<file path="config.mk">
export PLATFORM = sky130hd
export DESIGN_NAME = cnt_pulse_unit
export DESIGN_NICKNAME = d
export VERILOG_FILES = /design/src/rtl/cpc_pkg.sv /design/src/rtl/cpc_modify.sv /design/src/rtl/cpc_level.sv /design/src/rtl/cpc_pick.sv /design/src/rtl/cnt_pulse_unit.sv
export SDC_FILE = /design/constraint.sdc
export NUM_CORES = 1
export LEC_CHECK = 0
export CORE_AREA = 5 5 100 102
export CTS_CLUSTER_SIZE = 14
export DETAILED_ROUTE_END_ITERATION = 8
export DIE_AREA = 0 0 105 107
export DONT_BUFFER_PORTS = 1
export MAX_ROUTING_LAYER = met4
export PLACE_DENSITY = 0.73
export SETUP_SLACK_MARGIN = 0.2
export SLEW_MARGIN = 5
export SYNTH_ARGS = -nofsm -noshare
export SYNTH_HDL_FRONTEND = slang
export SYNTH_SLANG_ARGS = --single-unit
</file>
<file path="constraint.sdc">
create_clock -name clk -period 5.6 [get_ports clk]
set_input_delay 1.12 -clock clk [delete_from_list [all_inputs] [get_ports clk]]
set_output_delay 1.12 -clock clk [all_outputs]
set_load 0.03 [all_outputs]
</file>
<file path="src/rtl/cpc_pkg.sv">
package cpc_pkg;
    localparam int WORD_W = 32;

    typedef enum logic [1:0] {
        LV_DISARMED = 2'd0,
        LV_ARMED    = 2'd1,
        LV_WAITING  = 2'd2,
        LV_ACTIVE   = 2'd3
    } lvl_state_e;

    typedef enum logic [1:0] {
        SZ_BYTE = 2'd0,
        SZ_HALF = 2'd1,
        SZ_WORD = 2'd2,
        SZ_WIDE = 2'd3
    } op_size_e;

    typedef enum logic [1:0] {
        SV_IDLE  = 2'd0,
        SV_READ  = 2'd1,
        SV_WRITE = 2'd2
    } svc_state_e;

    typedef struct packed {
        logic [WORD_W-1:0] word;
        logic              zero;
    } mod_result_t;

    function automatic logic [WORD_W-1:0] field_mask(op_size_e sz);
        case (sz)
            SZ_BYTE: field_mask = WORD_W'(32'h0000_00FF);
            SZ_HALF: field_mask = WORD_W'(32'h0000_FFFF);
            default: field_mask = '1;
        endcase
    endfunction
endpackage

</file>
<file path="src/rtl/cpc_modify.sv">
module cpc_modify
    import cpc_pkg::*;
(
    input  logic [WORD_W-1:0] old_i,
    input  logic [WORD_W-1:0] step_i,
    input  op_size_e          size_i,
    output mod_result_t       res_o
);
    logic [WORD_W-1:0] mask;
    logic [WORD_W-1:0] sum;
    logic [WORD_W-1:0] field;

    always_comb begin
        mask       = field_mask(size_i);
        sum        = old_i + step_i;
        field      = sum & mask;
        res_o.word = (old_i & ~mask) | field;
        res_o.zero = (field == '0);
    end

    // bits outside the field pass through untouched
    always_comb begin
        if (size_i == SZ_BYTE)
            a_upper_kept_r6: assert ((res_o.word[WORD_W-1:8] == old_i[WORD_W-1:8]) || $isunknown(old_i));
    end
endmodule

</file>
<file path="src/rtl/cpc_level.sv">
module cpc_level
    import cpc_pkg::*;
(
    input  logic       clk,
    input  logic       rst,
    input  logic       arm_en_i,
    input  logic       pulse_i,
    input  logic       start_i,
    input  logic       done_i,
    output lvl_state_e state_o,
    output logic       waiting_o,
    output logic       active_o
);
    lvl_state_e st_q, st_d;
    logic       pend_q;

    always_comb begin
        st_d = st_q;
        case (st_q)
            LV_DISARMED: if (arm_en_i) st_d = LV_ARMED;
            LV_ARMED: begin
                if (!arm_en_i)    st_d = LV_DISARMED;
                else if (pulse_i) st_d = LV_WAITING;
            end
            LV_WAITING: begin
                if (!arm_en_i)    st_d = LV_DISARMED;
                else if (start_i) st_d = LV_ACTIVE;
            end
            LV_ACTIVE: if (done_i) st_d = (pend_q || pulse_i) ? LV_WAITING : LV_ARMED;
            default: st_d = LV_DISARMED;
        endcase
    end

    always_ff @(posedge clk) begin
        if (rst) begin
            st_q   <= LV_DISARMED;
            pend_q <= 1'b0;
        end else begin
            st_q <= st_d;
            if (done_i)
                pend_q <= 1'b0;
            else if (st_q == LV_ACTIVE && pulse_i)
                pend_q <= 1'b1;
        end
    end

    assign state_o   = st_q;
    assign waiting_o = (st_q == LV_WAITING);
    assign active_o  = (st_q == LV_ACTIVE);

    p_pulse_waits_r3: assert property (@(posedge clk) disable iff (rst)
        (st_q == LV_ARMED && arm_en_i && pulse_i) |=> (st_q == LV_WAITING));
    p_start_from_wait_r4: assert property (@(posedge clk) disable iff (rst)
        start_i |-> (st_q == LV_WAITING));
    p_rearm_r7: assert property (@(posedge clk) disable iff (rst)
        (st_q == LV_ACTIVE && done_i && !pend_q && !pulse_i) |=> (st_q == LV_ARMED));
    p_held_pulse_r9: assert property (@(posedge clk) disable iff (rst)
        (st_q == LV_ACTIVE && pend_q && done_i) |=> (st_q == LV_WAITING));
endmodule

</file>
<file path="src/rtl/cpc_pick.sv">
module cpc_pick #(
    parameter int NUM_LVL = 4,
    localparam int IDX_W = (NUM_LVL > 1) ? $clog2(NUM_LVL) : 1
) (
    input  logic [NUM_LVL-1:0] req_i,
    output logic [NUM_LVL-1:0] onehot_o,
    output logic [IDX_W-1:0]   idx_o,
    output logic               any_o
);
    logic [NUM_LVL:0] lower_seen;

    assign lower_seen[0] = 1'b0;
    for (genvar g = 0; g < NUM_LVL; g++) begin : g_chain
        assign onehot_o[g]     = req_i[g] && !lower_seen[g];
        assign lower_seen[g+1] = lower_seen[g] || req_i[g];
    end

    always_comb begin
        idx_o = '0;
        for (int i = NUM_LVL - 1; i >= 0; i--)
            if (req_i[i]) idx_o = IDX_W'(i);
    end

    assign any_o = lower_seen[NUM_LVL];

    always_comb begin
        a_pick_onehot_r4: assert ($onehot0(onehot_o) || $isunknown(req_i));
    end
endmodule

</file>
<file path="src/rtl/cnt_pulse_unit.sv">
module cnt_pulse_unit
    import cpc_pkg::*;
#(
    parameter int NUM_LVL = 4,
    parameter int ADDR_W  = 8,
    parameter int MAP_LVL = 3
) (
    input  logic                        clk,
    input  logic                        rst,
    input  logic [NUM_LVL-1:0]          arm_en_i,
    input  logic [NUM_LVL-1:0]          pulse_i,
    input  logic                        grant_i,
    input  logic                        map_en_i,
    input  logic [NUM_LVL*ADDR_W-1:0]   cfg_addr_i,
    input  logic [NUM_LVL*2-1:0]        cfg_size_i,
    input  logic [NUM_LVL*WORD_W-1:0]   cfg_step_i,
    output logic                        mem_rd_o,
    output logic                        mem_wr_o,
    output logic [ADDR_W-1:0]           mem_addr_o,
    output logic [WORD_W-1:0]           mem_wdata_o,
    input  logic [WORD_W-1:0]           mem_rdata_i,
    output logic                        mem_mapped_o,
    output logic [NUM_LVL-1:0]          zero_pulse_o,
    output logic [NUM_LVL-1:0]          zero_pend_o,
    input  logic [NUM_LVL-1:0]          zero_ack_i
);
    localparam int IDX_W = (NUM_LVL > 1) ? $clog2(NUM_LVL) : 1;

    logic [ADDR_W-1:0] addr_arr [NUM_LVL];
    op_size_e          size_arr [NUM_LVL];
    logic [WORD_W-1:0] step_arr [NUM_LVL];

    logic [NUM_LVL-1:0] waiting, active, pick_oh, start_vec, done_vec;
    logic [IDX_W-1:0]   pick_idx, sel_q;
    logic               any_wait, start;
    svc_state_e         svc_q;
    mod_result_t        res;
    logic [NUM_LVL-1:0] zpulse_q, zpend_q;

    assign start = (svc_q == SV_IDLE) && grant_i && any_wait;

    for (genvar g = 0; g < NUM_LVL; g++) begin : g_lvl
        lvl_state_e st_unused;
        assign addr_arr[g]  = cfg_addr_i[g*ADDR_W +: ADDR_W];
        assign size_arr[g]  = op_size_e'(cfg_size_i[g*2 +: 2]);
        assign step_arr[g]  = cfg_step_i[g*WORD_W +: WORD_W];
        assign start_vec[g] = start && pick_oh[g];
        assign done_vec[g]  = (svc_q == SV_WRITE) && (sel_q == IDX_W'(g));

        cpc_level u_lvl (
            .clk      (clk),
            .rst      (rst),
            .arm_en_i (arm_en_i[g]),
            .pulse_i  (pulse_i[g]),
            .start_i  (start_vec[g]),
            .done_i   (done_vec[g]),
            .state_o  (st_unused),
            .waiting_o(waiting[g]),
            .active_o (active[g])
        );
    end

    cpc_pick #(.NUM_LVL(NUM_LVL)) u_pick (
        .req_i   (waiting),
        .onehot_o(pick_oh),
        .idx_o   (pick_idx),
        .any_o   (any_wait)
    );

    always_ff @(posedge clk) begin
        if (rst) begin
            svc_q <= SV_IDLE;
            sel_q <= '0;
        end else begin
            case (svc_q)
                SV_IDLE: if (start) begin
                    svc_q <= SV_READ;
                    sel_q <= pick_idx;
                end
                SV_READ:  svc_q <= SV_WRITE;
                default:  svc_q <= SV_IDLE;
            endcase
        end
    end

    cpc_modify u_mod (
        .old_i (mem_rdata_i),
        .step_i(step_arr[sel_q]),
        .size_i(size_arr[sel_q]),
        .res_o (res)
    );

    assign mem_rd_o     = (svc_q == SV_READ);
    assign mem_wr_o     = (svc_q == SV_WRITE);
    assign mem_addr_o   = addr_arr[sel_q];
    assign mem_wdata_o  = res.word;
    assign mem_mapped_o = (svc_q != SV_IDLE) && map_en_i && (sel_q == IDX_W'(MAP_LVL));

    always_ff @(posedge clk) begin
        if (rst) begin
            zpulse_q <= '0;
            zpend_q  <= '0;
        end else begin
            zpulse_q <= done_vec & {NUM_LVL{res.zero}};
            zpend_q  <= (zpend_q & ~zero_ack_i) | (done_vec & {NUM_LVL{res.zero}});
        end
    end

    assign zero_pulse_o = zpulse_q;
    assign zero_pend_o  = zpend_q;

    p_idle_after_reset_r1: assert property (@(posedge clk)
        $fell(rst) |-> (!mem_rd_o && !mem_wr_o && zero_pend_o == '0));
    p_one_active_r4: assert property (@(posedge clk) disable iff (rst)
        $onehot0(active));
    p_write_follows_read_r5: assert property (@(posedge clk) disable iff (rst)
        mem_rd_o |=> mem_wr_o);
    p_wr_addr_stable_r5: assert property (@(posedge clk) disable iff (rst)
        mem_wr_o |-> $stable(mem_addr_o));
    p_zero_single_r8: assert property (@(posedge clk) disable iff (rst)
        (zero_pulse_o != '0) |=> (zero_pulse_o == '0));
    p_zero_latched_r8: assert property (@(posedge clk) disable iff (rst)
        ((zero_pulse_o & ~zero_pend_o) == '0));
    p_map_in_access_r10: assert property (@(posedge clk) disable iff (rst)
        mem_mapped_o |-> (mem_rd_o || mem_wr_o));
endmodule

</file>
==> qor.csv, run 1 <==
metric,value,unit
reg2reg path depth,14,
sequential area share after synthesis,11.2,%
CTS tree,yes,
clk_lat worst skew,270,ps
CTS Sinks,24,
Final setup violation count,0,
Final Hold Viols,0,
crit path kind,in -> out,
post-synth cell types,64,
Seq pwr share,20.1,%
Starting Density,47.7,%
Post-DP HPWL,13000,um
Worst Skew,5.72,ps
routability congestion estimate,0.968,
Peak VDD IR,150,uV
required time worst endpoint,4480,ps
Highest Signal Layer,met4,
Clock power frac,13.1,%
Die ar.,11200,um^2
r2r setup slk,870,ps
synthesized area per cell,8.33,um^2
sw frac,49.3,%
drt drc,0,
area grow syn2layout,6.34,%
met2 WL,7350,um
DR pass1 iterations,5,
M1 WL,6360,um
R2R Path Start,sel_q[1]$_SDFFE_PP0P_,
Pleak,1.62,nW
ratio of cells with drive above 1 in the final layout,19.3,%
ys async rst share,0,%
GRT Util Overall,25.5,%
footprint of the multi-input gates,3670,um^2
I/O Pins,267,
Post-DRT Antenna Nets,0,
Avg WL per Cell,24.3,um
Root Driver,clkbuf_8,
Mapped Area,4300,um^2
relative slew slack,36.9,%
fill cell count,860,
DR iter-0 viols,202,
P_int,455,uW
number of synthesized flops with an enable pin,0,
CP Capture Type,primary output,
Comb pwr share,66.8,%
row cnt,35,
metal3 WL,1210,um
global route total overflow,0,
clock-pin slew on the worst setup and hold paths,80,ps
Hold Path End,g_lvl[0].u_lvl.state_o[0]$_SDFFE_PP0P_,
Main synth FF type,dfxtp_1,
initial antenna violation count,1,
net switching power,442,uW
Core Area,9020,um^2
worst hold slack,519,ps
Post-Route WL,15200,um
worst hold path type,reg -> reg,
largest buffer count on any clock path,2,
Syn Inst Count,516,
hold path cells,2,
Worst-Margin Slew,936,ps
Pwr per Cell Area,196,nW/um^2
first-pass GRT wire length,22700,um
routed vias/inst,6.99,
RSZ-0062 raised after global routing,true,
port bufs,0,
"commonest non-fill, non-tap cell in the layout",nor2_1,
Final Max Slew Viols,0,
vias in the first global route,4147,
max-cap violations,0,
FF/Latch Area,485,um^2
most frequent cells in the layout,"nor2_1, nand2_1, mux4_2, a21oi_1, o21ai_0",
syn_nets,764,
DR vias,4381,
die width,105,um
htree depth,1,
status,completed,
worst flop-to-flop path endpoint,zero_pend_o[3]$_SDFF_PP0_,
CTS buffer count,3,
nets,762,
Hold Path Origin,g_lvl[0].u_lvl.state_o[0]$_SDFFE_PP0P_,
setup TNS,0,ps
Critical Path Fanout Max,5,
Critical Path AT,4170,ps
Startpoint Class,primary input,
Tcrit/Tclk final,94.5,%
yosys warns,0,
Final Critical Period,5290,ps
Die Ht,107,um
#FFs+latches synth,24,
Max Freq,189,MHz
largest net degree at the start of global routing,30,
[worst max-delay path by stage]
stage | end | slack, ps | start
2_1_floorplan | mem_wdata_o[30] | 380 | sel_q[0]$_SDFFE_PP0P_
3_3_place_gp | mem_wdata_o[30] | 270 | cfg_step_i[96]
3_5_place_dp | mem_wdata_o[30] | 190 | cfg_step_i[96]
4_1_cts | mem_wdata_o[31] | 260 | sel_q[0]$_SDFFE_PP0P_
5_1_grt | mem_wdata_o[30] | 140 | cfg_step_i[96]
6_report | mem_wdata_o[30] | 310 | cfg_step_i[96]
[critical path: stages]
cell	delay, ps
mux4_2	440
ha_1	220
fa_1	400
a21o_1	240
a221oi_4	390
o22ai_1	230
o211ai_1	270
a2111oi_0	160
nor3_1	210
xnor2_1	110
mux2_2	360
[per-layer routing]
metal / GRT usage, % / up-vias
met5: - / -
met4: 5.57 / 0
met3: 6.32 / 31
met2: 39.2 / 205
met1: 34.2 / 2133
li1: - / 2012
[cell usage after synthesis, types with 2 or more instances]
cell type	instances	area, um^2
nand4_1	7	43.8
a22oi_1	6	45.0
o31a_1	2	17.5
o21ai_1	4	20.0
nor2b_1	12	75.1
and3_1	5	31.3
inv_1	12	45.0
o31ai_1	5	37.5
xnor2_1	12	105
mux4_2	42	946
a2111oi_0	2	17.5
nand2b_1	2	12.5
nor2_1	54	203
o21bai_1	3	22.5
o22ai_1	3	18.8
or2_2	4	25.0
nand3_1	11	55.1
nor3_1	13	65.1
mux2_2	16	180
a21o_1	10	75.1
xor2_1	8	70.1
o221ai_1	4	35.0
dfxtp_1	24	480
nor4_1	8	50.1
o211ai_1	7	52.6
a21oi_1	40	200
o211a_1	2	20.0
buf_1	5	18.8
or3_1	4	25.0
a31oi_1	5	31.3
o21a_1	4	30.0
nand3b_1	6	45.0
nand2_1	49	184
o21ai_0	36	180
clkbuf_1	21	78.8
a211oi_1	10	75.1
ha_1	31	388
[registers in the layout, indices dropped and copies added, names as in the netlist]
name and cells:
g_lvl.u_lvl.pend_q 4, zero_pulse_o 4, zero_pend_o 4, g_lvl.u_lvl.state_o 8, svc_q 2, sel_q 2
[power by group through the flow]
stage / sequential (mW) / clock [mW] / combinational [mW]
after floorplan: 0.182 / 0 / 0.479
after global placement: 0.185 / 0 / 0.574
after detailed placement: 0.186 / 0 / 0.580
after CTS: 0.182 / 0.119 / 0.583
after global routing: 0.181 / 0.130 / 0.647
final: 0.180 / 0.118 / 0.599
[area by class of cell]
class	count	area share (%)
flip-flops and latches	24	10.6
diodes	3	0.164
repair buffers	21	3.80
well taps	111	3.04
inverters	12	0.985
clock buffers	4	1.20
multi-input cells	452	80.2
[kinds of logic (layout without fill, tap and decap cells)]
family / after synthesis / in the layout / share of synthesized area [%]
and+or+nand+nor: 185 / 185 / 21.4
AOI/OAI and AO/OA: 156 / 156 / 23.9
muxes: 59 / 59 / 26.4
buffers and inverters: 40 / 37 / 3.55
adders and majority gates: 32 / 32 / 9.49
DFF: 24 / 24 / 11.2
xor gates and xnor gates: 20 / 20 / 4.07
other: 0 / 3 / 0
[per-stage QoR]
stage               util [%]  instances  power (mW)  cell area [um^2]  worst slack [ps]
floorplan                  -        516       0.661              4300               375
global placement        49.1        611       0.759              4430               269
detailed placement      49.1        611       0.766              4430               195
CTS                     49.8        616       0.884              4490               265
global route            50.6        625       0.958              4570               138
finish                  50.7        627       0.897              4570               308
[what timing repair did]
action	CTS	global route
hold buffers	0	0
gates resized for setup	0	1
endpoints found under the setup margin	1	6
pin swaps	1	3
setup buffers	1	8
Note: power is estimated with default switching activity, not from simulation.
==> inputs of run 2 (changes only) <==
Settings changed: CORE_AREA 5 5 100 102 to 2 2 103 105, PLACE_DENSITY 0.73 to 0.67.
==> qor.csv, run 2 (synthesized netlist as in run 1, its figures left out) <==
metric,value,unit,change
clock-pin slew on the worst setup and hold paths,80,ps,about the same
setup TNS,0,ps,unchanged
CTS tree,yes,,
Worst-Margin Slew,937,ps,+0.599 ps
largest buffer count on any clock path,2,,unchanged
DR pass1 iterations,5,,unchanged
Die ar.,11200,um^2,unchanged
global route total overflow,0,,unchanged
Startpoint Class,primary input,,
required time worst endpoint,4480,ps,about the same
ratio of cells with drive above 1 in the final layout,20.1,%,+0.82 points
nets,766,,+0.52%
CTS buffer count,3,,unchanged
"commonest non-fill, non-tap cell in the layout",nor2_1,,
Critical Path AT,4220,ps,+50 ps
pre-CTS setup slack,162,ps,-33.1 ps
Peak VDD IR,159,uV,+5.5%
Pwr per Cell Area,192,nW/um^2,-2.0%
placed cell count,637,,+4.3%
GRT Util Overall,26.4,%,+0.88 points
routed vias/inst,6.64,,-5.0%
Hold Buf Count CTS,0,,unchanged
vias in the first global route,4238,,+2.2%
die width,105,um,unchanged
CP Capture Type,primary output,,
Post-Route WL,15400,um,+1.1%
clk_lat worst skew,270,ps,about the same
final instance count without filler cells,655,,+4.5%
status,completed,,
relative slew slack,36.9,%,-0.040 points
RSZ-0062 raised after global routing,true,,
Pleak,1.64,nW,+1.3%
Starting Density,42.6,%,-5.1 points
first-pass GRT wire length,22900,um,+0.85%
Final Hold Viols,0,,unchanged
Final setup violation count,0,,unchanged
row cnt,37,,+5.7%
CP peak stage delay,450,ps,about the same
worst-path cell chain,mux4_2 > ha_1 > fa_1 > a21o_1 > a221oi_4 > o22ai_2 > o211ai_1 > a2111oi_1 > nor3_1 > xnor2_1 > mux2_2,,
DR iter-0 viols,262,,+30%
Root Driver,clkbuf_8,,
drt drc,0,,unchanged
Die Ht,107,um,unchanged
Setup WS post-layout,258,ps,-50.2 ps
largest net degree at the start of global routing,33,,+10%
initial antenna violation count,2,,+1
fill cell count,1042,,+21%
Max Freq,187,MHz,-0.94%
I/O Pins,267,,unchanged
most frequent cells in the layout,"nor2_1, nand2_1, mux4_2, a21oi_1, o21ai_0",,
max-cap violations,0,,unchanged
Post-DRT Antenna Nets,0,,unchanged
Core Area,10100,um^2,+12%
area grow syn2layout,7.74,%,
Largest register FFs,8,,unchanged
CTS Sinks,24,,unchanged
Final Max Slew Viols,0,,unchanged
Final Critical Period,5340,ps,+50.2 ps
htree depth,1,,unchanged
port bufs,0,,unchanged
Worst Skew,5.50,ps,-0.217 ps
worst hold path type,reg -> reg,,
Critical Path Fanout Max,6,,+1
routability congestion estimate,0.960,,-0.86%
DR vias,4349,,-0.73%
Post-DP HPWL,12800,um,-1.3%
"Max stage delay cell, worst path",mux4_2,,
Tcrit/Tclk final,95.4,%,+0.90 points
crit path kind,in -> out,,
Avg WL per Cell,23.5,um,-3.3%
-- run 2: worst paths after layout --
path | from | to | slack, ps | depth (start not counted)
setup / recovery | cfg_step_i[96] | mem_wdata_o[30] | 260 | 11
hold / removal | g_lvl[0].u_lvl.state_o[0]$_SDFFE_PP0P_ | g_lvl[0].u_lvl.state_o[0]$_SDFFE_PP0P_ | 530 | 2
setup reg to reg | sel_q[1]$_SDFFE_PP0P_ | zero_pend_o[3]$_SDFF_PP0_ | 860 | 13
hold reg to reg | g_lvl[0].u_lvl.state_o[0]$_SDFFE_PP0P_ | g_lvl[0].u_lvl.state_o[0]$_SDFFE_PP0P_ | 530 | 2
-- run 2: timing repair --
item,CTS,global route
resized for setup,2,3
buffers inserted,1,11
endpoints found under the setup margin,3,5
pin swaps,0,1
-- run 2: metrics by stage --
stage | hold WS, ps | utilization (%) | power, mW | cell area [um^2]
detailed placement | 516 | 44.2 | 0.771 | 4460
CTS | 527 | 44.9 | 0.880 | 4530
finish | 526 | 45.9 | 0.890 | 4630
global route | 556 | 45.9 | 0.939 | 4630
global placement | 492 | 44.2 | 0.769 | 4460
floorplan | 482 | - | 0.661 | 4300
-- run 2: layout make-up --
| class | count | area [um^2] | area share, % |
|---|---|---|---|
| Timing Repair Buffer | 25 | 200 | 4.32 |
| Tap cell | 136 | 170 | 3.67 |
| Sequential cell | 24 | 488 | 10.5 |
| Clock buffer | 4 | 45.0 | 0.972 |
| Inverter | 12 | 45.0 | 0.972 |
| Multi-Input combinational cell | 452 | 3680 | 79.4 |
| Antenna cell | 2 | 5.00 | 0.108 |
-- run 2: worst max-delay path, delay by kind of cell --
| family | cells | cell delay (ps) |
|---|---|---|
| xor+xnor | 1 | 120 |
| mux | 2 | 810 |
| compound gates | 5 | 1340 |
| simple gates | 1 | 200 |
| fa+ha+maj | 2 | 620 |
-- run 2: where the power goes --
part	switching, mW	leakage [nW]	internal [mW]
registers	0.00828	0.196	0.174
clock network	0.0559	0.0228	0.0510
logic	0.385	1.42	0.216
-- run 2: metal layers --
metal	routed length, um	vias to the layer above	GRT usage (%)
met5	0	-	-
li1	-	2005	-
met1	6320	2115	33.9
met3	1310	19	5.53
met4	204	0	5.81
met2	7540	210	43.1
